$ cat src/rtl/pwm_skip_pkg.sv
// Package: shared constants for the PWM interrupt thinning controller.
// Assumes index 0 is the crest source and index 1 the trough source.
package pwm_skip_pkg;
    localparam int NUM_SRC   = 2;
    localparam int SRC_CREST = 0;
    localparam int SRC_TROUGH = 1;
endpackage

$ cat src/rtl/pwm_skip_cnt.sv
// Module: one skip channel. Counts raw events and emits a registered
// one-cycle pass pulse on every (limit+1)th event while enabled; passes
// every event and holds the count at zero while disabled.
// Assumes limit changes only while en is 0.
module pwm_skip_cnt #(
    parameter int CNT_W = 3
) (
    input  logic             clk,
    input  logic             rst_n,
    input  logic             en,
    input  logic [CNT_W-1:0] limit,
    input  logic             evt,
    output logic             pass,
    output logic [CNT_W-1:0] cnt
);
    localparam logic [CNT_W-1:0] CNT_ZERO = '0;
    localparam logic [CNT_W-1:0] CNT_ONE  = CNT_W'(1);

    logic [CNT_W-1:0] cnt_q;
    logic             pass_q;

    // Count events and decide whether the current event is passed.
    always_ff @(posedge clk) begin
        if (!rst_n) begin
            cnt_q  <= CNT_ZERO;
            pass_q <= 1'b0;
        end else if (!en) begin
            cnt_q  <= CNT_ZERO;
            pass_q <= evt;
        end else if (evt) begin
            if (cnt_q == limit) begin
                cnt_q  <= CNT_ZERO;
                pass_q <= 1'b1;
            end else begin
                cnt_q  <= cnt_q + CNT_ONE;
                pass_q <= 1'b0;
            end
        end else begin
            pass_q <= 1'b0;
        end
    end

    assign pass = pass_q;
    assign cnt  = cnt_q;
endmodule

$ cat src/rtl/pwm_skip_qual.sv
// Module: a bank of qualifiers. Each bit is open when its link select is
// clear, or when the linked source passes an event this cycle.
// Assumes pass is a registered single-cycle pulse per source.
module pwm_skip_qual #(
    parameter int NSRC = 2
) (
    input  logic [NSRC-1:0] link,
    input  logic [NSRC-1:0] pass,
    output logic [NSRC-1:0] ok
);
    for (genvar k = 0; k < NSRC; k++) begin : g_bit
        // Open the qualifier unless linked and the source skips.
        always_comb begin
            ok[k] = !link[k] || pass[k];
        end
    end
endmodule

$ cat src/rtl/pwm_irq_thin.sv
// Module: top of the PWM interrupt thinning controller. Two independent
// skip channels (crest, trough) plus buffer-transfer and A/D-start
// qualifier banks that share each channel's pass decision.
// Assumes configuration changes only with the enable cleared and no events.
module pwm_irq_thin
    import pwm_skip_pkg::*;
#(
    parameter int CNT_W = 3
) (
    input  logic             clk,
    input  logic             rst_n,
    input  logic             crest_evt_i,
    input  logic             trough_evt_i,
    input  logic             crest_en_i,
    input  logic             trough_en_i,
    input  logic [CNT_W-1:0] crest_skip_i,
    input  logic [CNT_W-1:0] trough_skip_i,
    input  logic [1:0]       xfer_link_i,
    input  logic [1:0]       adc_link_i,
    output logic             crest_irq_o,
    output logic             trough_irq_o,
    output logic [1:0]       xfer_ok_o,
    output logic [1:0]       adc_ok_o
);
    logic [NUM_SRC-1:0]            evt_w;
    logic [NUM_SRC-1:0]            en_w;
    logic [NUM_SRC-1:0][CNT_W-1:0] lim_w;
    logic [NUM_SRC-1:0][CNT_W-1:0] cnt_w;
    logic [NUM_SRC-1:0]            pass_w;

    // Gather per-source inputs into indexed vectors.
    always_comb begin
        evt_w[SRC_CREST]  = crest_evt_i;
        evt_w[SRC_TROUGH] = trough_evt_i;
        en_w[SRC_CREST]   = crest_en_i;
        en_w[SRC_TROUGH]  = trough_en_i;
        lim_w[SRC_CREST]  = crest_skip_i;
        lim_w[SRC_TROUGH] = trough_skip_i;
    end

    for (genvar i = 0; i < NUM_SRC; i++) begin : g_ch
        pwm_skip_cnt #(.CNT_W(CNT_W)) u_cnt (
            .clk   (clk),
            .rst_n (rst_n),
            .en    (en_w[i]),
            .limit (lim_w[i]),
            .evt   (evt_w[i]),
            .pass  (pass_w[i]),
            .cnt   (cnt_w[i])
        );
    end

    pwm_skip_qual #(.NSRC(NUM_SRC)) u_xfer_q (
        .link (xfer_link_i),
        .pass (pass_w),
        .ok   (xfer_ok_o)
    );

    pwm_skip_qual #(.NSRC(NUM_SRC)) u_adc_q (
        .link (adc_link_i),
        .pass (pass_w),
        .ok   (adc_ok_o)
    );

    assign crest_irq_o  = pass_w[SRC_CREST];
    assign trough_irq_o = pass_w[SRC_TROUGH];
endmodule

$ cat config.mk
export PLATFORM = sky130hd
export DESIGN_NAME = pwm_irq_thin
export DESIGN_NICKNAME = d
export VERILOG_FILES = /design/src/rtl/pwm_skip_pkg.sv /design/src/rtl/pwm_skip_cnt.sv /design/src/rtl/pwm_skip_qual.sv /design/src/rtl/pwm_irq_thin.sv
export SDC_FILE = /design/constraint.sdc
export NUM_CORES = 1
export LEC_CHECK = 0
export CORE_UTILIZATION = 34
export DETAILED_ROUTE_END_ITERATION = 7
export GPL_TIMING_DRIVEN = 0
export PLACE_DENSITY = 0.77
export SLEW_MARGIN = 25
export SYNTH_ARGS = -nofsm -noshare
export SYNTH_HDL_FRONTEND = slang
export SYNTH_SLANG_ARGS = --single-unit
$ cat constraint.sdc
create_clock -name clk -period 0.9 [get_ports clk]
set_input_delay 0.09 -clock clk [delete_from_list [all_inputs] [get_ports clk]]
set_output_delay 0.09 -clock clk [all_outputs]
set_load 0.03 [all_outputs]
==> results of run 1 <==
## Yosys cell counts
master and n:
a21oi_1 2, buf_2 1, ha_1 2, xor2_1 2
o211a_1 2, a31oi_1 2, o22ai_1 2, or2b_1 2
nand2_1 6, nand2b_1 4, nor2_1 4, inv_1 4
nand4b_1 2, nor3_1 2, nor4_2 2, o32ai_1 2
xnor2_1 4, dfxtp_1 8, nand4_1 2
## worst max-delay path, stage by stage
cell	delay [ps]
clkdlybuf4s50_1	580
xor2_2	200
nor2_4	60
o211a_1	200
## worst paths after layout
path,cells after the start,start,end
setup reg to reg,4,g_ch[0].u_cnt.cnt[0],g_ch[0].u_cnt.cnt[1]
setup / recovery,4,crest_skip_i[2],g_ch[0].u_cnt.pass
hold / removal,2,rst_n,g_ch[0].u_cnt.pass
hold reg to reg,2,g_ch[0].u_cnt.cnt[1],g_ch[0].u_cnt.cnt[1]
## repair_timing
| action | 4_1_cts | 5_1_grt |
|---|---|---|
| cloned | 0 | 0 |
| pin swaps | 5 | 1 |
| setup endpoints to repair | 14 | 12 |
| gates resized for setup | 53 | 8 |
## state kept, by name, indices dropped and copies added, names as in the netlist
name,flops
g_ch.u_cnt.cnt,6
g_ch.u_cnt.pass,2
## cell families (layout without fill, tap and decap cells)
logic type      after synthesis  count (layout)  share of synthesized area, %
flops                         8               8                          33.9
fa+ha+maj                     2               2                          5.29
buf+inv                       5              28                          4.23
xor+xnor                      6               6                          11.1
compound gates               10              10                          15.3
simple gates                 24              24                          30.2
## final cells by class
| cell class | count | area [sq um] |
|---|---|---|
| Clock buffer | 3 | 22.5 |
| Timing Repair Buffer | 20 | 199 |
| Inverter | 4 | 15.0 |
| Sequential cell | 8 | 176 |
| Buffer | 1 | 5.00 |
| Multi-Input combinational cell | 42 | 445 |
| Fill cell | 102 | 419 |
| Tap cell | 15 | 18.8 |
## power by group
part           total, mW  internal (mW)  leakage [nW]  switching [mW]
Sequential         0.375          0.362        0.0692          0.0134
Clock              0.259          0.152        0.0138           0.108
Combinational      0.285          0.151         0.263           0.133
Total              0.919          0.664         0.346           0.254
## per-layer routing
metal / wire length (microns) / track usage (%) / share of wire (%) / vias up
met5: 0 / 0 / 0 / -
met4: 0 / 5.17 / 0 / 0
met3: 73 / 6.82 / 7.1 / 0
met2: 495 / 22.5 / 48 / 16
met1: 455 / 19.4 / 44 / 224
li1: - / - / - / 241
==> impl_results.html, run 1 <==
<table>
<tr><th>Metric</th><th>Value</th></tr>
<tr><th colspan="2">Pwr</th></tr>
<tr><td>Static leakage power</td><td>0.346 nW</td></tr>
<tr><td>Overall power consumption</td><td>a little over 0.9 mW</td></tr>
<tr><td>Maximum ir drop on the vdd rail</td><td>1.17 mV</td></tr>
<tr><td>Total power per unit cell area</td><td>1040 mW/mm^2</td></tr>
<tr><th colspan="2">Timing</th></tr>
<tr><td>Unrepaired setup endpoints after global routing</td><td>yes</td></tr>
<tr><td>Transition time at the pin with the least slew margin</td><td>277 ps</td></tr>
<tr><td>Tcrit/Tclk final</td><td>110%</td></tr>
<tr><td>Number of hold violations in the final report</td><td>0</td></tr>
<tr><td>Fmax achieved</td><td>approximately 1000 MHz</td></tr>
<tr><td>Slew headroom</td><td>81.5%</td></tr>
<tr><td>Minimum setup slack in the final design</td><td>-91.3 ps</td></tr>
<tr><td>Post-Route Skew</td><td>2.99 ps</td></tr>
<tr><td>Worst hold margin</td><td>~150 ps</td></tr>
<tr><td>Setup TNS</td><td>-686 ps</td></tr>
<tr><td>Shortest period the worst path allows</td><td>roughly 1000 ps</td></tr>
<tr><td>Count of final max-slew check failures</td><td>0</td></tr>
<tr><td>Final-report setup violation count</td><td>12</td></tr>
<tr><th colspan="2">CTS</th></tr>
<tr><td>Clock slew at reported path FFs</td><td>50 ps</td></tr>
<tr><td>Sink Count</td><td>8</td></tr>
<tr><td>Hold Buf Count CTS</td><td>0</td></tr>
<tr><td>H-tree depth reported by CTS</td><td>1</td></tr>
<tr><td>Clock buffer depth</td><td>2</td></tr>
<tr><td>Clock latency reported for the late side of the worst-skew pair</td><td>approximately 250 ps</td></tr>
<tr><td>CTS tree</td><td>done</td></tr>
<tr><td>Buffers inserted by post-CTS timing repair</td><td>0</td></tr>
<tr><td>CTS Root Cell</td><td>clkbuf_4</td></tr>
<tr><td>Cts bufs inserted</td><td>3</td></tr>
<tr><th colspan="2">Worst setup path</th></tr>
<tr><td>Type of element capturing the critical path</td><td>flop</td></tr>
<tr><td>Kind of start point of the critical path</td><td>primary input</td></tr>
<tr><td>Slack of the worst reg-to-reg path</td><td>-90 ps</td></tr>
<tr><td>Critical path peak fanout</td><td>3</td></tr>
<tr><td>Endpoint arrival time on the critical path</td><td>roughly 1100 ps</td></tr>
<tr><td>Worst endpoint required time</td><td>1040 ps</td></tr>
<tr><td>Worst setup path class</td><td>primary input to flop</td></tr>
<tr><th colspan="2">Floorplan</th></tr>
<tr><td>Area of the die</td><td>about 0.0015 sq mm</td></tr>
<tr><td>Number of ports placed on the die boundary</td><td>22</td></tr>
<tr><td>Effective utilization at floorplan</td><td>36.3%</td></tr>
<tr><td>Floorplan Core Area</td><td>0.00130 sq mm</td></tr>
<tr><td>Number of placement rows</td><td>13</td></tr>
<tr><td>Die Height</td><td>around 39 microns</td></tr>
<tr><td>Die width</td><td>between 30 and 40 microns</td></tr>
<tr><th colspan="2">Global route</th></tr>
<tr><td>Pin count of the biggest net entering global routing</td><td>9</td></tr>
<tr><td>Total GRT Usage</td><td>15.2%</td></tr>
<tr><td>Vias in the first global route</td><td>386</td></tr>
<tr><td>First-pass GRT wire length</td><td>1560 microns</td></tr>
<tr><td>Antenna violations before repair</td><td>0</td></tr>
<tr><td>Total overflow reported by the global router</td><td>0</td></tr>
<tr><th colspan="2">Placed design</th></tr>
<tr><td>Half-perimeter wire length after placement</td><td>726 microns</td></tr>
<tr><td>Number of I/O port buffers</td><td>20</td></tr>
<tr><td>Routability congestion estimate from global placement</td><td>a little over 0.7</td></tr>
<tr><td>Post-Place Cell Area</td><td>744 sq um</td></tr>
<tr><td>Worst-case setup slack after placement</td><td>-415 ps</td></tr>
<tr><td>Placed insts</td><td>90</td></tr>
<tr><th colspan="2">Finish</th></tr>
<tr><td>Area growth from synthesis to layout</td><td>86.5%</td></tr>
<tr><td>Most common library cell in the layout ignoring fill and taps</td><td>clkdlybuf4s50_1</td></tr>
<tr><td>Non-filler cells, final</td><td>93</td></tr>
<tr><td>Most used cells in the layout excluding fill and tap cells</td><td>clkdlybuf4s50_1, inv_1, nand2_1, dfxtp_2, buf_6</td></tr>
<tr><td>Post-route cell area</td><td>882 sq um</td></tr>
<tr><td>Core Util, Final</td><td>between 60% and 70%</td></tr>
<tr><td>Ant. Diodes</td><td>0</td></tr>
<tr><td>Share of final-layout standard cells stronger than drive strength 1</td><td>51.3%</td></tr>
<tr><td>Final layout net count</td><td>98</td></tr>
<tr><th colspan="2">Yosys</th></tr>
<tr><td>Fraction of the yosys area taken by sequential cells</td><td>between 30% and 40%</td></tr>
<tr><td>Number of flip-flops and latches in the synthesized netlist</td><td>8</td></tr>
<tr><td>Yosys top cell area share</td><td>approximately a third</td></tr>
<tr><td>Synth area leaders</td><td>dfxtp_1, xnor2_1, ha_1, nand2b_1, nor4_2</td></tr>
<tr><td>Number of instances in the synthesized netlist</td><td>55</td></tr>
<tr><td>Post-Syn Area</td><td>473 sq um</td></tr>
<tr><td>Mapped Nets</td><td>73</td></tr>
<tr><td>Yosys warning count</td><td>0</td></tr>
<tr><td>Post-Synthesis Mean Instance Area</td><td>around 8.6 sq um</td></tr>
<tr><td>Most area-hungry cell type in the Yosys netlist</td><td>dfxtp_1</td></tr>
<tr><td>Distinct cell type count of the synthesized netlist</td><td>19</td></tr>
<tr><th colspan="2">Outcome</th></tr>
<tr><td>Violated checks</td><td>negative setup slack</td></tr>
<tr><td>Outcome</td><td>finished, violations left</td></tr>
<tr><th colspan="2">Routing</th></tr>
<tr><td>Drt pass-1 iters</td><td>4</td></tr>
<tr><td>Count of unresolved DRC violations after routing</td><td>0</td></tr>
<tr><td>Antenna-violating nets left</td><td>0</td></tr>
<tr><td>Post-DR vias/cell</td><td>between 5 and 6</td></tr>
<tr><td>Number of vias after detailed routing</td><td>between 400 and 500</td></tr>
<tr><td>1st-iter DRT viols</td><td>13</td></tr>
<tr><td>Final routed wire length divided by cell count</td><td>11.0 microns</td></tr>
<tr><td>Final wirelength</td><td>1030 microns</td></tr>
<tr><th colspan="2">Flow run</th></tr>
<tr><td>Max-cap violation count</td><td>0</td></tr>
<tr><th colspan="2">Worst hold path</th></tr>
<tr><td>Worst hold-check path type</td><td>primary input to flop</td></tr>
</table>
Note: power is estimated with default switching activity, not from simulation.
==> run 2, diff against run 1 <==
Settings changed: CORE_UTILIZATION 34 to 35, PLACE_DENSITY 0.77 to 0.78, SLEW_MARGIN 25 to not set, SYNTH_HIERARCHICAL set to 1.
==> run 2 against run 1 <==
  * The run still ends with negative setup slack left
  * Sequential power is 2% lower
  * Combinational power hardly changed
  * Setup slack worse by 80 ps
  * Final cell count is 2.2% lower
  * Clock skew is 7.2 ps higher
  * Worst hold slack better by 170 ps
  * Die area is 1.7% lower
  * Sequential cell count stayed put
==> impl_results.html, run 2 <==
<table>
<tr><th>Metric</th><th>Value</th></tr>
<tr><th colspan="2">CTS</th></tr>
<tr><td>Clock slew at reported path FFs</td><td>60 ps</td></tr>
<tr><td>Hold Buf Count CTS</td><td>0</td></tr>
<tr><td>Sink Count</td><td>8</td></tr>
<tr><td>H-tree depth reported by CTS</td><td>1</td></tr>
<tr><td>Clock latency reported for the late side of the worst-skew pair</td><td>roughly 260 ps</td></tr>
<tr><td>CTS tree</td><td>done</td></tr>
<tr><td>CTS Root Cell</td><td>clkbuf_4</td></tr>
<tr><td>Clock buffer depth</td><td>2</td></tr>
<tr><td>Cts bufs inserted</td><td>3</td></tr>
<tr><th colspan="2">Worst setup path</th></tr>
<tr><td>CP top delay family</td><td>compound AO/OA/AOI/OAI gates</td></tr>
<tr><td>Worst endpoint required time</td><td>1030 ps</td></tr>
<tr><td>Worst flop-to-flop path endpoint</td><td>g_ch[1].u_cnt/cnt[1]</td></tr>
<tr><td>Critical path peak fanout</td><td>4</td></tr>
<tr><td>Origin of the critical flop-to-flop path</td><td>g_ch[1].u_cnt/cnt[2]</td></tr>
<tr><td>Worst-path cell with the longest stage delay</td><td>dfxtp_2</td></tr>
<tr><td>Crit-path cells</td><td>xor2_4 -&gt; o311ai_2 -&gt; a21boi_1</td></tr>
<tr><td>Type of element capturing the critical path</td><td>flop</td></tr>
<tr><td>Cells on worst reg2reg path</td><td>3</td></tr>
<tr><td>Biggest cell delay along the critical path</td><td>350 ps</td></tr>
<tr><td>Kind of start point of the critical path</td><td>flop</td></tr>
<tr><td>Worst setup path class</td><td>flop to flop</td></tr>
<tr><td>Endpoint arrival time on the critical path</td><td>between 1000 and 1500 ps</td></tr>
<tr><td>Number of buffer and inverter instances along the worst setup path</td><td>0</td></tr>
<tr><td>Slack of the worst reg-to-reg path</td><td>-170 ps</td></tr>
<tr><th colspan="2">Timing</th></tr>
<tr><td>Count of final max-slew check failures</td><td>0</td></tr>
<tr><td>Minimum setup slack in the final design</td><td>-171 ps</td></tr>
<tr><td>Shortest period the worst path allows</td><td>approximately 1100 ps</td></tr>
<tr><td>Tcrit/Tclk final</td><td>119%</td></tr>
<tr><td>Fmax achieved</td><td>934 MHz</td></tr>
<tr><td>Post-Route Skew</td><td>10.2 ps</td></tr>
<tr><td>Transition time at the pin with the least slew margin</td><td>297 ps</td></tr>
<tr><td>Number of hold violations in the final report</td><td>0</td></tr>
<tr><td>Unrepaired setup endpoints after global routing</td><td>yes</td></tr>
<tr><td>Setup TNS</td><td>-1000 ps</td></tr>
<tr><td>Slew headroom</td><td>80.1%</td></tr>
<tr><td>Final-report setup violation count</td><td>12</td></tr>
<tr><th colspan="2">Finish</th></tr>
<tr><td>Most used cells in the layout excluding fill and tap cells</td><td>clkdlybuf4s50_1, xor2_4, dfxtp_4</td></tr>
<tr><td>Sequential cell area</td><td>183 sq um</td></tr>
<tr><td>Area growth from synthesis to layout</td><td>98.2%</td></tr>
<tr><td>Area taken by multi-input logic gates</td><td>494 sq um</td></tr>
<tr><td>Ant. Diodes</td><td>0</td></tr>
<tr><td>Most common library cell in the layout ignoring fill and taps</td><td>clkdlybuf4s50_1</td></tr>
<tr><td>Share of final-layout standard cells stronger than drive strength 1</td><td>46.8%</td></tr>
<tr><td>Final layout net count</td><td>97</td></tr>
<tr><td>Filler Cells Inserted</td><td>68</td></tr>
<tr><td>Post-route cell area</td><td>around 950 sq um</td></tr>
<tr><td>Max FFs per register</td><td>6</td></tr>
<tr><th colspan="2">Placed design</th></tr>
<tr><td>Routability congestion estimate from global placement</td><td>0.804</td></tr>
<tr><td>Half-perimeter wire length after placement</td><td>between 800 and 900 microns</td></tr>
<tr><td>Post-Place Cell Area</td><td>773 sq um</td></tr>
<tr><td>Number of I/O port buffers</td><td>21</td></tr>
<tr><th colspan="2">Pwr</th></tr>
<tr><td>Static leakage power</td><td>0.365 nW</td></tr>
<tr><td>Total power per unit cell area</td><td>975 mW/mm^2</td></tr>
<tr><td>Maximum ir drop on the vdd rail</td><td>0.854 mV</td></tr>
<tr><th colspan="2">Floorplan</th></tr>
<tr><td>Floorplan Core Area</td><td>0.00119 sq mm</td></tr>
<tr><td>Number of placement rows</td><td>12</td></tr>
<tr><td>Effective utilization at floorplan</td><td>about two fifths</td></tr>
<tr><td>Die width</td><td>39.0 microns</td></tr>
<tr><td>Number of ports placed on the die boundary</td><td>22</td></tr>
<tr><td>Area of the die</td><td>about 0.0015 sq mm</td></tr>
<tr><td>Die Height</td><td>39.0 microns</td></tr>
<tr><th colspan="2">Routing</th></tr>
<tr><td>Antenna-violating nets left</td><td>0</td></tr>
<tr><td>Count of unresolved DRC violations after routing</td><td>0</td></tr>
<tr><td>Final wirelength</td><td>1200 microns</td></tr>
<tr><td>Drt pass-1 iters</td><td>4</td></tr>
<tr><td>Number of vias after detailed routing</td><td>~480</td></tr>
<tr><td>1st-iter DRT viols</td><td>9</td></tr>
<tr><td>Post-DR vias/cell</td><td>5.24</td></tr>
<tr><td>Final routed wire length divided by cell count</td><td>roughly 13 microns</td></tr>
<tr><th colspan="2">Yosys</th></tr>
<tr><td>Post-Synthesis Mean Instance Area</td><td>9.19 sq um</td></tr>
<tr><td>Yosys top cell area share</td><td>33.5%</td></tr>
<tr><td>Number of instances in the synthesized netlist</td><td>52</td></tr>
<tr><td>Yosys warning count</td><td>6</td></tr>
<tr><td>Most area-hungry cell type in the Yosys netlist</td><td>dfxtp_1</td></tr>
<tr><td>Synth area leaders</td><td>dfxtp_1, xor2_1, nand2b_1, o311ai_1, a21boi_1</td></tr>
<tr><td>Synth cell count leaders</td><td>dfxtp_1, nand2b_1, xor2_1</td></tr>
<tr><td>Prevailing post-synth register cell</td><td>dfxtp_1</td></tr>
<tr><td>Mapped Nets</td><td>70</td></tr>
<tr><td>Fraction of the yosys area taken by sequential cells</td><td>33.5%</td></tr>
<tr><td>Number of enable-type register cells in the synthesized netlist</td><td>0</td></tr>
<tr><td>Fraction of registers with async set/reset</td><td>0%</td></tr>
<tr><td>Distinct cell type count of the synthesized netlist</td><td>15</td></tr>
<tr><td>Post-Syn Area</td><td>478 sq um</td></tr>
<tr><td>Number of flip-flops and latches in the synthesized netlist</td><td>8</td></tr>
<tr><th colspan="2">Outcome</th></tr>
<tr><td>Violated checks</td><td>negative setup slack</td></tr>
<tr><td>Outcome</td><td>finished, violations left</td></tr>
<tr><th colspan="2">Flow run</th></tr>
<tr><td>Max-cap violation count</td><td>0</td></tr>
<tr><th colspan="2">Worst hold path</th></tr>
<tr><td>Worst hold-check path type</td><td>primary input to flop</td></tr>
<tr><td>Worst min-delay path startpoint</td><td>crest_skip_i[0]</td></tr>
<tr><td>Depth of the worst hold-timing path</td><td>3</td></tr>
<tr><td>End point of the most critical hold path</td><td>g_ch[0].u_cnt/cnt[0]</td></tr>
<tr><th colspan="2">Global route</th></tr>
<tr><td>Antenna violations before repair</td><td>0</td></tr>
<tr><td>Total GRT Usage</td><td>16.6%</td></tr>
<tr><td>Total overflow reported by the global router</td><td>0</td></tr>
<tr><td>Pin count of the biggest net entering global routing</td><td>9</td></tr>
<tr><td>First-pass GRT wire length</td><td>1610 microns</td></tr>
<tr><td>Vias in the first global route</td><td>roughly 370</td></tr>
</table>
[run 2: worst max-delay path by stage]
stage,startpoint,to,cells after the start
floorplan,g_ch[0].u_cnt/cnt[2],g_ch[0].u_cnt/cnt[0],3
global placement,adc_link_i[0],adc_ok_o[0],3
detailed placement,trough_skip_i[0],g_ch[1].u_cnt/cnt[1],4
CTS,g_ch[1].u_cnt/cnt[2],g_ch[1].u_cnt/cnt[1],3
global route,g_ch[0].u_cnt/cnt[0],g_ch[0].u_cnt/pass,3
finish,g_ch[1].u_cnt/cnt[2],g_ch[1].u_cnt/cnt[1],3
[run 2: through the flow]
stage | cells | setup slack (ps) | util, % | power [mW] | hold WS, ps
after floorplan | 52 | -47.4 | - | 0.495 | 236
after global routing | 91 | -225 | 79.9 | 0.971 | 330
after CTS | 91 | -145 | 72.6 | 0.923 | 424
final | 91 | -171 | 79.9 | 0.924 | 322
after detailed placement | 87 | -438 | 65.2 | 0.624 | 494
after global placement | 87 | -419 | 65.2 | 0.619 | 489
[run 2: per-layer routing]
metal	wire length [microns]	track usage, %	up-vias
li1	-	-	238
met1	525	19.8	222
met2	570	24.6	17
met3	105	9.83	0
met4	0	5.17	0
met5	0	0	-
[run 2: final cells by class]
cell class	count	share of cell area, %
tap	14	1.85
clock buffer	3	2.38
inverter	2	0.793
sequential	8	19.3
multi-input combinational	42	52.2
timing repair buffer	22	23.5
[run 2: tightest hold or removal path: stages]
cell	delay, ps
dlymetal6s2s_1	170
o311ai_2	130
a21boi_1	150
[run 2: cells by family (layout without fill, tap and decap cells)]
family | count (synthesis) | count (layout) | share of synthesized area, %
DFF | 8 | 8 | 33.5
buffers and inverters | 2 | 27 | 1.57
adders and majority gates | 2 | 2 | 5.23
and+or+nand+nor | 20 | 20 | 23.6
xor gates and xnor gates | 6 | 6 | 11.0
AOI/OAI and AO/OA | 14 | 14 | 25.1
[run 2: power by group]
part,internal [mW],switching (mW),total (mW)
sequential,0.354,0.0150,0.369
clock,0.152,0.120,0.272
combinational,0.151,0.132,0.282
total,0.658,0.266,0.924
[run 2: what timing repair did]
action | CTS | global route
pin swaps | 5 | 7
gates resized for setup | 51 | 16
endpoints found under the setup margin | 14 | 13
setup buffers | 1 | 0
